==> src/rtl/chg_irq_pkg.sv <==
// Package: shared sizes and the register map of the change-detect
// interrupt controller. Assumes byte-wide status words.
package chg_irq_pkg;
    localparam int DW   = 8;   // bits per register word
    localparam int NREG = 2;   // number of status words
    localparam int AW   = 4;   // register address width
    // live status bit positions; word 0 uses bits 4..0 only
    localparam logic [NREG*DW-1:0] VALID_MAP = 16'hFF1F;
    // base addresses of each register group (one word per status word)
    localparam int A_STAT = 0;
    localparam int A_CLR  = NREG;
    localparam int A_MSKA = 2 * NREG;
    localparam int A_MSKB = 3 * NREG;
endpackage

==> src/rtl/chg_detect.sv <==
// Change detector: registers the raw flags once and compares the
// registered value with the value one cycle older. Assumes the raw flags
// are already synchronous to clk. During reset both stages load the
// current input, so leaving reset never reports a change.
module chg_detect #(
    parameter int W = 16
) (
    input  logic         clk,
    input  logic         rst_n,
    input  logic [W-1:0] raw_in,
    output logic [W-1:0] chg
);
    logic [W-1:0] raw_q;
    logic [W-1:0] prev_q;

    // sample stage and history stage; both preload on reset
    always_ff @(posedge clk) begin
        if (!rst_n) begin
            raw_q  <= raw_in;
            prev_q <= raw_in;
        end else begin
            raw_q  <= raw_in;
            prev_q <= raw_q;
        end
    end

    // any difference between samples is an event, in either direction
    always_comb chg = raw_q ^ prev_q;
endmodule

==> src/rtl/status_bank.sv <==
// Sticky status bank: one word per status register. A bit sets on a
// change event and clears only on a clear pulse; set wins over clear.
// Bits outside VALID are held at 0. Assumes clr is a one-cycle pulse.
module status_bank #(
    parameter int                 DW    = 8,
    parameter int                 NREG  = 2,
    parameter logic [NREG*DW-1:0] VALID = '1
) (
    input  logic               clk,
    input  logic               rst_n,
    input  logic [NREG*DW-1:0] chg,
    input  logic [NREG*DW-1:0] clr,
    output logic [NREG*DW-1:0] status
);
    for (genvar r = 0; r < NREG; r++) begin : g_word
        localparam int LO = r * DW;
        logic [DW-1:0] stat_q;

        // per-word sticky update with set priority over clear
        always_ff @(posedge clk) begin
            if (!rst_n)
                stat_q <= '0;
            else
                stat_q <= ((stat_q & ~clr[LO +: DW]) | chg[LO +: DW])
                          & VALID[LO +: DW];
        end

        assign status[LO +: DW] = stat_q;
    end
endmodule

==> src/rtl/reg_port.sv <==
// Register port: decodes byte writes into clear pulses and mask updates,
// and muxes read data. Reads are combinational on addr. Assumes at most
// one write per cycle. Unmapped addresses read 0 and ignore writes.
module reg_port
    import chg_irq_pkg::*;
#(
    parameter int DWP   = DW,
    parameter int NREGP = NREG,
    parameter int AWP   = AW
) (
    input  logic                 clk,
    input  logic                 rst_n,
    input  logic                 wr_en,
    input  logic [AWP-1:0]       addr,
    input  logic [DWP-1:0]       wr_data,
    input  logic [NREGP*DWP-1:0] status,
    output logic [DWP-1:0]       rd_data,
    output logic [NREGP*DWP-1:0] clr,
    output logic [NREGP*DWP-1:0] mask_a,
    output logic [NREGP*DWP-1:0] mask_b
);
    logic [NREGP*DWP-1:0] rd_terms;

    for (genvar r = 0; r < NREGP; r++) begin : g_word
        localparam int LO = r * DWP;
        localparam logic [AWP-1:0] AD_STAT = AWP'(A_STAT + r);
        localparam logic [AWP-1:0] AD_CLR  = AWP'(A_CLR  + r);
        localparam logic [AWP-1:0] AD_MSKA = AWP'(A_MSKA + r);
        localparam logic [AWP-1:0] AD_MSKB = AWP'(A_MSKB + r);
        logic [DWP-1:0] mska_q;
        logic [DWP-1:0] mskb_q;

        // clear pulse exists only during the write cycle
        assign clr[LO +: DWP] = (wr_en && addr == AD_CLR) ? wr_data : '0;

        // mask set A and B byte storage
        always_ff @(posedge clk) begin
            if (!rst_n) begin
                mska_q <= '0;
                mskb_q <= '0;
            end else if (wr_en) begin
                if (addr == AD_MSKA) mska_q <= wr_data;
                if (addr == AD_MSKB) mskb_q <= wr_data;
            end
        end

        assign mask_a[LO +: DWP] = mska_q;
        assign mask_b[LO +: DWP] = mskb_q;

        // this word's contribution to the read mux
        always_comb begin
            rd_terms[LO +: DWP] = '0;
            if (addr == AD_STAT) rd_terms[LO +: DWP] = status[LO +: DWP];
            if (addr == AD_MSKA) rd_terms[LO +: DWP] = mska_q;
            if (addr == AD_MSKB) rd_terms[LO +: DWP] = mskb_q;
        end
    end

    // OR-reduce word contributions; at most one is nonzero
    always_comb begin
        rd_data = '0;
        for (int r = 0; r < NREGP; r++)
            rd_data = rd_data | rd_terms[r*DWP +: DWP];
    end
endmodule

==> src/rtl/irq_gen.sv <==
// Interrupt generator: each line is the OR of status bits qualified by
// that line's own mask. Assumes level-type outputs, active high.
module irq_gen #(
    parameter int W = 16
) (
    input  logic [W-1:0] status,
    input  logic [W-1:0] mask_a,
    input  logic [W-1:0] mask_b,
    output logic         irq_a,
    output logic         irq_b
);
    // two independent reductions
    always_comb begin
        irq_a = |(status & mask_a);
        irq_b = |(status & mask_b);
    end
endmodule

==> src/rtl/chg_irq_ctrl.sv <==
// Top: change-detect interrupt status controller. Raw flags feed a
// change detector, events latch in a sticky bank, a register port
// handles masks/clears/reads and two mask sets drive two interrupt lines.
module chg_irq_ctrl
    import chg_irq_pkg::*;
(
    input  logic               clk,
    input  logic               rst_n,
    input  logic [NREG*DW-1:0] raw_in,
    input  logic               wr_en,
    input  logic [AW-1:0]      addr,
    input  logic [DW-1:0]      wr_data,
    output logic [DW-1:0]      rd_data,
    output logic               irq_a,
    output logic               irq_b
);
    localparam int W = NREG * DW;

    logic [W-1:0] chg_w;
    logic [W-1:0] clr_w;
    logic [W-1:0] stat_w;
    logic [W-1:0] mask_a_w;
    logic [W-1:0] mask_b_w;

    chg_detect #(.W(W)) u_det (
        .clk(clk), .rst_n(rst_n), .raw_in(raw_in), .chg(chg_w)
    );

    status_bank #(.DW(DW), .NREG(NREG), .VALID(VALID_MAP)) u_stat (
        .clk(clk), .rst_n(rst_n), .chg(chg_w), .clr(clr_w), .status(stat_w)
    );

    reg_port #(.DWP(DW), .NREGP(NREG), .AWP(AW)) u_regs (
        .clk(clk), .rst_n(rst_n), .wr_en(wr_en), .addr(addr),
        .wr_data(wr_data), .status(stat_w), .rd_data(rd_data),
        .clr(clr_w), .mask_a(mask_a_w), .mask_b(mask_b_w)
    );

    irq_gen #(.W(W)) u_irq (
        .status(stat_w), .mask_a(mask_a_w), .mask_b(mask_b_w),
        .irq_a(irq_a), .irq_b(irq_b)
    );
endmodule

==> config.mk <==
export PLATFORM = sky130hd
export DESIGN_NAME = chg_irq_ctrl
export DESIGN_NICKNAME = d
export VERILOG_FILES = /design/src/rtl/chg_irq_pkg.sv /design/src/rtl/chg_detect.sv /design/src/rtl/status_bank.sv /design/src/rtl/reg_port.sv /design/src/rtl/irq_gen.sv /design/src/rtl/chg_irq_ctrl.sv
export SDC_FILE = /design/constraint.sdc
export NUM_CORES = 1
export LEC_CHECK = 0
export ABC_AREA = 1
export BUFFER_PORTS_ARGS = -buffer_cell sky130_fd_sc_hd__buf_2
export CORE_UTILIZATION = 59
export CTS_CLUSTER_SIZE = 25
export DETAILED_ROUTE_END_ITERATION = 6
export GPL_TIMING_DRIVEN = 0
export PLACE_DENSITY = 0.81
export SETUP_SLACK_MARGIN = 0.1
export SYNTH_ARGS = -nofsm -noshare
export SYNTH_HDL_FRONTEND = slang
export SYNTH_SLANG_ARGS = --single-unit
==> constraint.sdc <==
create_clock -name clk -period 1.77 [get_ports clk]
set_clock_uncertainty 0.15 [all_clocks]
set_input_delay 0.2655 -clock clk [delete_from_list [all_inputs] [get_ports clk]]
set_output_delay 0.2655 -clock clk [all_outputs]
set_load 0.01 [all_outputs]
## After elaboration in Yosys (flattened, before gate mapping)

Cells that the tools add are included.
W data, S select, Z words.

| word-level totals | value |
|---|---|
| bits in registers | 77 |
| latch bits | 0 |
| bits in writable memories | 0 |
| bits in read-only memories | 0 |
| input bits | 31 |
| logic and storage cells | 43 |
| memories | 0 |

| cells by class | value |
|---|---|
| $add $sub $neg | 0 |
| multipliers | 0 |
| div/mod/pow operators | 0 |
| magnitude comparators | 0 |
| equal/unequal tests | 7 |
| shift operators | 0 |
| mux-type cells | 9 |
| bitwise logic cells | 10 |
| reduce and logical (&&, ||, !) cells | 9 |

Operators with widths:

| kind | number |
|---|---|
| $mux W8 | 6 |
| $and A16 B16 Y16 | 2 |
| $reduce_or A16 Y1 | 2 |
| $eq A4 B3 Y1 const B | 4 |
| $mux W16 | 1 |
| $or A8 B8 Y8 | 2 |
| $xor A16 B16 Y16 | 1 |
| $mux W5 | 2 |
| $and A8 B8 Y8 | 1 |
| $eq A4 B2 Y1 const B | 2 |
| $not A8 Y8 | 1 |
| $reduce_and A2 Y1 | 4 |
| $and A5 B5 Y5 | 1 |
| $not A5 Y5 | 1 |
| $or A5 B5 Y5 | 1 |
| $eq A4 B1 Y1 const B | 1 |
| $logic_not A4 Y1 | 1 |
| $logic_and A1 B1 Y1 | 2 |

## Longest topological paths before layout

Gate-level depths: netlist (run 1).

| logic depth | value |
|---|---|
| word-level depth | 6 |
| mapped depth | 8 |
| depth with buffers taken out | 7 |

## Cells and area by module

Synthesis (run 1) repeated with hierarchy kept, for this count alone.

| second synthesis, totals | value |
|---|---|
| cells, all modules | 651 |
| area, all modules | 3985.1 µm² |

Modules (own cells, without submodules):

| module | instances | cells each | area each (µm²) | seq. area each (µm²) |
|---|---|---|---|---|
| reg_port | 1 | 346 | 1981.9 | 640.6 |
| chg_detect | 1 | 164 | 1184.9 | 640.6 |
| status_bank | 1 | 71 | 550.5 | 260.2 |
| irq_gen | 1 | 70 | 267.8 | 0.0 |

## Worst setup path before layout (run 1)

Ideal clock, no wire load.

| path | value |
|---|---|
| path type | in2out |
| start point | input port addr[1] |
| end point | output port rd_data[5] |
| arrival | 1.054 ns |
| path slack | 0.300 ns |
| stages on the path | 8 |
| buffers on the path | 1 |
| path through | inv_1 nand2_1 nor2_4 buf_4 nand2_1 o21ai_0 inv_1 nand2_1 |

| on the way | value |
|---|---|
| longest elaborated chain between the ends | 5 |
| elaborated cells on any way between the ends | 11 |
| those cells by class | eq/ne (5); mux (5); bitwise (1) |

Ends and longest elaborated chain:

| what | RTL line | text |
|---|---|---|
| from (decl) | chg_irq_ctrl.sv:11 | `input logic [AW-1:0] addr,` |
| $eq A4 B1 Y1 | reg_port.sv:53 | `if (addr == AD_STAT) rd_terms[LO +: DWP] = status[LO +: DWP];` |
| $mux W8 | reg_port.sv:53 |  |
| $mux W8 | reg_port.sv:54 | `if (addr == AD_MSKA) rd_terms[LO +: DWP] = mska_q;` |
| $mux W8 | reg_port.sv:55 | `if (addr == AD_MSKB) rd_terms[LO +: DWP] = mskb_q;` |
| $or A8 B8 Y8 * | reg_port.sv:63 | `rd_data = rd_data \| rd_terms[r*DWP +: DWP];` |
| to (decl) | chg_irq_ctrl.sv:13 | `output logic [DW-1:0] rd_data,` |

Every way passes the cells marked *; elsewhere a longest branch is shown, timed or not.

## Worst setup path after layout (run 1)

| path | value |
|---|---|
| start point | register u_stat.g_word[0].stat_q[0] |
| end point | output port irq_b |

| on the way | value |
|---|---|
| longest elaborated chain between the ends | 2 |

Ends and longest elaborated chain:

| what | RTL line | text |
|---|---|---|
| from (decl) | status_bank.sv:17 | `logic [DW-1:0] stat_q;` |
| from (signal assigned) | status_bank.sv:24 | `stat_q <= ((stat_q & ~clr[LO +: DW]) \| chg[LO +: DW])` |
| $and A16 B16 Y16 | irq_gen.sv:15 | `irq_b = \|(status & mask_b);` |
| $reduce_or A16 Y1 | irq_gen.sv:15 |  |
| to (decl) | chg_irq_ctrl.sv:15 | `output logic irq_b` |

No other way between the ends.

==> flow_summary.ini, run 1 <==
[synthesis]
synth_flop_cell = dfxtp_1
synth.top_cell.area_share = 0.463
ys_seq_area_frac = 0.463
synth_edf_count = 0
ys_seq_elements = 71
async_reset_ff_frac = 0
synth_fp_nets = 469
synth_cell_types = 17
netlist_area_um2 = 3070
ys_warn_count = 0
syn_inst = 438
yosysMostFrequentCell = nand2_1
avgSynthCellArea_um2 = 7.01
yosysTopAreaCell = dfxtp_1
synthTopCellsByArea = dfxtp_1, nand2_1, a21oi_1
synth_top_cells_by_count = nand2_1, dfxtp_1, nor2_1

[clock_tree]
cts_tree = done
clock_latency_ns = 0.35
cts-buffers-inserted = 9
path_clk_slew_ns = 0.08
cts_sinks = 71
clockBufferDepth = 2
h-tree-depth = 3
cts-root-buf = clkbuf_8

[worst_hold_path]
hold_path_depth = 3
hp-start = wr_data[0]
min_path_type = in2reg
holdPathEnd = u_regs.g_word[0].mskb_q[0]

[setup_path]
slowest_delay_ns = 0.37
startpoint_type = flop
worst-path-buf-inv = 1
critPathKind = reg2out
timing.rr.start = u_det.raw_q[15]
crit_arrival_ns = 1.28
critPathMaxFanout = 4
cp.required_ns = 1.35
crit_chain = nand2_2 -> nand4_1 -> a21oi_2 -> nand2_1 -> buf_2
r2r-end = u_stat.g_word[1].stat_q[7]
crit_family = flip-flops
cp-end-kind = output port
rrSetupSlack_ns = 0.85
worst_path_max_delay_cell = dfxtp_4
r2r_cells = 2

[grt]
grt_max_degree = 13
overflow = 0
grt_usage = 0.335
grt_first_pass_wirelength_um = 13400
antenna_found_initial = 0
grt_pass1_vias = 2931

[timing]
post-route-min-period_ns = 1.70
maxSlewViolCount = 0
setup_viol = 0
worst-slew-pin-transition_ns = 0.533
finalHoldViolations = 0
rsz0062_at_grt = yes
fmax_mhz = 590
slew_headroom = 0.645
fin_crit_sh = 0.958

[power]
totalPowerFinal_mw = 3.64
vdd_drop_max_mv = 0.781
leakage_nw = 1.77
powerDensity_nw_per_um2 = 923

[routing]
antenna_left = 0
highest_layer = met4
firstDrtPassIters = 5
drc_errors = 0
num_vias = 3130
wl_met3_um = 565
via_per_inst = 5.38
wl_met1_um = 3560
wire_per_inst_um = 14.6
wl_met2_um = 4090
finalWirelength_um = 8480
first_iter_violations = 230

[final_layout]
drive_above_1_share = 0.208
nets = 541
syn_to_final_growth_pct = 28.5
final_util = 0.809
diodes = 0
fillCellCount = 341

[placement]
port_buffers = 36
dp_hpwl_um = 5490
gp_congestion = 0.926

[floorplanning]
core_um2 = 4880
ioPinCount = 41
die_w_um = 74.1
start_util = 0.629
die_area_um2 = 5500
die_h_um = 74.1
rows = 25

[run]
max-cap-violations = 0

[status]
status = finished, final reports clean
==> area by class of cell <==
type	count	area [um^2]	area share
multi-input cells	315	1530	0.386
flip-flops and latches	71	1440	0.364
repair buffers	61	444	0.113
clock buffers	11	151	0.0384
inverters	36	143	0.0361
well taps	67	83.8	0.0212
plain buffers	16	82.6	0.0209
clock inverters	5	78.8	0.0200
==> logic make-up after synthesis <==
| logic type | share of synthesized area |
|---|---|
| AOI/OAI and AO/OA | 0.0864 |
| xor gates and xnor gates | 0.0371 |
| buffers and inverters | 0.0685 |
| DFF | 0.463 |
| and+or+nand+nor | 0.345 |
==> worst reg2reg max path, stage by stage, from the launching register on <==
cell     delay, ns
dfxtp_1       0.33
xnor2_1       0.20
a21oi_1       0.11
==> state kept, by name, summed over array words and instances, names as in the netlist <==
signal / count
u_det.prev_q: 13
u_regs.g_word.mska_q: 16
u_det.raw_q: 13
u_regs.g_word.mskb_q: 16
u_stat.g_word.stat_q: 13
==> worst max path at each step <==
stage	from	endpoint	slack (ns)	cells after the start
global placement	addr[3]	rd_data[1]	-0.30	7
detailed placement	addr[3]	rd_data[2]	-0.29	7
finish	u_stat.g_word[0].stat_q[0]	irq_b	0.07	5
CTS	addr[0]	rd_data[3]	0.10	7
floorplan	addr[1]	rd_data[5]	0.30	8
global route	u_stat.g_word[0].stat_q[0]	irq_b	0.03	5
==> routing by layer <==
metal	up-vias	GRT usage
met5	-	0
met4	0	0.156
met3	27	0.0610
met2	139	0.571
met1	1418	0.410
li1	1546	-
==> stage by stage <==
| step | cell area [um^2] | TNS [ns] | setup slack, ns | hold slack, ns | std cells |
|---|---|---|---|---|---|
| 3_3_place_gp | 3330 | -1.81 | -0.298 | 0.231 | 541 |
| 4_1_cts | 3820 | 0 | 0.100 | 0.0874 | 577 |
| 5_1_grt | 3950 | 0 | 0.0314 | 0.0977 | 582 |
| 2_1_floorplan | 3070 | 0 | 0.300 | 0.143 | 438 |
| 3_5_place_dp | 3330 | -1.93 | -0.293 | 0.233 | 541 |
| 6_report | 3950 | 0 | 0.0745 | 0.0915 | 582 |
==> timing repair <==
| action | 4_1_cts | 5_1_grt |
|---|---|---|
| pin swaps | 6 | 10 |
| endpoints found under the setup margin | 10 | 10 |
| hold buffers | 13 | 0 |
| hold endpoints to repair | 26 | 0 |
| buffers inserted | 7 | 5 |
| gates resized for setup | 25 | 38 |
==> power breakdown <==
group	switching, mW	internal (mW)	leakage (nW)
clock network	0.629	0.871	0.120
registers	0.0673	1.69	0.589
logic	0.226	0.161	1.06
total	0.923	2.72	1.77
==> layout by cell type (no fill, tap or decap), types with 4 or more instances in the layout <==
master,Yosys,final
nor2_1,42,42
clkbuf_1,8,8
nand3_1,23,22
nand4_1,20,20
clkbuf_8,0,11
dfxtp_2,0,10
inv_1,35,33
buf_6,0,7
a21oi_1,32,30
nand2_4,0,4
o21ai_1,0,7
nor2_4,3,6
xnor2_1,13,13
buf_2,6,37
o21ai_0,21,11
buf_4,2,10
dlygate4sd3_1,0,13
nand2_1,155,147
nand2_2,0,4
dfxtp_1,71,60
Note: power is estimated with default switching activity, not from simulation.
==> inputs of run 2 (changes only) <==
- CORE_UTILIZATION: 59 -> 60
- PLACE_DENSITY: 0.81 -> 0.83
- RECOVER_POWER: not set -> 100
==> flow_summary.ini, run 2 (synthesis gave the netlist of run 1 again) <==
[grt]
grt_first_pass_wirelength_um = 12900
grt_pass1_vias = 2806
antenna_found_initial = 0
overflow = 0
grt_usage = 0.328
grt_max_degree = 12

[setup_path]
timing.rr.start = u_det.raw_q[4]
crit_arrival_ns = 1.27
slowest_delay_ns = 0.18
startpoint_type = primary input
cp-end-kind = output port
startpoint = addr[3]
crit_top_cell = nand2_1
critPathKind = in2out
worst_path_max_delay_cell = clkbuf_1
crit_chain = buf_4 -> inv_4 -> nand2_4 -> nor2_4 -> clkbuf_1 -> nand2_1 -> o21ai_0 -> inv_1 -> nand2_1 -> buf_2
worst-path-buf-inv = 5
critPathMaxFanout = 3
crit_family = buffers and inverters
cp.required_ns = 1.35

[timing]
fin_crit_sh = 0.950
worst-slew-pin-transition_ns = 0.587
fmax_mhz = 595
setup_ws_ns = 0.0888
final.setup.tns_ns = 0
slew_headroom = 0.609
post-route-min-period_ns = 1.68
maxSlewViolCount = 0
setup_viol = 0
rsz0062_at_grt = yes
finalHoldViolations = 0

[placement]
dpl_cell_area_um2 = 3330
pre_cts_slack_ns = -0.292
port_buffers = 36
gp_congestion = 0.962
dp_hpwl_um = 5390

[power]
powerDensity_nw_per_um2 = 861
p_clk_frac = 0.352
totalPowerFinal_mw = 3.27
p_int_mw = 2.39
leakage_nw = 1.70
netSwitchingPower_uw = 882
p_comb_frac = 0.112
sw_frac_of_total = 0.270
pwr-share-seq = 0.536
vdd_drop_max_mv = 0.721

[floorplanning]
die_area_um2 = 5410
core_um2 = 4820
start_util = 0.637
ioPinCount = 41
rows = 25
die_w_um = 73.5
die_h_um = 73.5

[routing]
antenna_left = 0
firstDrtPassIters = 5
first_iter_violations = 250
finalWirelength_um = 8260
num_vias = 3105
via_per_inst = 5.34
drc_errors = 0
wire_per_inst_um = 14.2

[clock_tree]
clockBufferDepth = 2
h-tree-depth = 3
cts-root-buf = clkbuf_8
clock_latency_ns = 0.35
path_clk_slew_ns = 0.07
cts_sinks = 71
cts_tree = done
cts-buffers-inserted = 9

[worst_hold_path]
min_path_type = in2reg
hp-start = wr_data[0]

[final_layout]
drive_above_1_share = 0.163
reg_top3 = u_regs.g_word.mska_q (16), u_regs.g_word.mskb_q (16)
syn_to_final_growth_pct = 23.6
final-seq-area_um2 = 1440
multi_input_area_um2 = 1480
mostFrequentLayoutCell = nand2_1
mostFrequentLayoutCells = nand2_1, dfxtp_1, nor2_1
fillCellCount = 392
diodes = 0
stdcell_area_um2 = 3800
nets = 540

[run]
max-cap-violations = 0

[status]
status = finished, final reports clean
## run 2: changes by cell type in the layout (fill, tap and decap cells not counted), moves of 2 or more
cell | before | now
clkbuf_1 | 8 | 22
buf_2 | 37 | 28
a21oi_1 | 30 | 32
a21oi_2 | 2 | 0
bufinv_16 | 2 | 0
nand3_1 | 22 | 24
o21ai_2 | 3 | 1
## run 2: worst reg2reg max path, delay by kind of cell (launching register included)
family         cells  cell delay (ns)
AO/OA/AOI/OAI      1             0.09
XOR/XNOR           1             0.20
flip-flops         1             0.32
## run 2: stage by stage
step / std cells / util / hold slack, ns
floorplan: 438 / - / 0.143
finish: 581 / 0.788 / 0.0920
CTS: 576 / 0.772 / 0.0848
detailed placement: 541 / 0.692 / 0.232
global placement: 541 / 0.692 / 0.231
global route: 581 / 0.788 / 0.100
## run 2: cell type report
class	count	share of cell area
multi-input cells	315	0.391
flip-flops and latches	71	0.379
repair buffers	60	0.106
clock buffers	13	0.0392
inverters	36	0.0376
well taps	67	0.0221
plain buffers	16	0.0204
clock inverters	3	0.00494
## run 2: worst paths after layout
kind / end / slack (ns) / cells after the start
hold reg to reg: u_det.prev_q[1] / 0.30 / 2
setup reg to reg: u_stat.g_word[0].stat_q[4] / 0.87 / 2
hold / removal: u_regs.g_word[1].mskb_q[0] / 0.09 / 3
setup / recovery: rd_data[4] / 0.09 / 10
## run 2: layer usage
layer / vias up / global-route usage / part of all wire
met3: 21 / 0.0508 / 0.067
met1: 1405 / 0.408 / 0.43
li1: 1541 / - / -
met4: 0 / 0.173 / 0.031
met2: 138 / 0.546 / 0.47
met5: - / 0 / 0
## run 2: power by group through the flow
| stage | Sequential, mW | Combinational, mW | Clock [mW] |
|---|---|---|---|
| 6_report | 1.75 | 0.367 | 1.15 |
| 3_5_place_dp | 1.78 | 0.302 | 0 |
| 5_1_grt | 1.76 | 0.404 | 1.22 |
| 2_1_floorplan | 1.76 | 0.191 | 0 |
| 4_1_cts | 1.74 | 0.344 | 1.15 |
| 3_3_place_gp | 1.78 | 0.296 | 0 |
## run 2: repair_timing
item	CTS	global route
hold endpoints to repair	26	0
pin swaps	5	14
setup endpoints to repair	9	10
resized for setup	17	46
cloned	0	0
buffers inserted	6	5
hold buffers	13	0
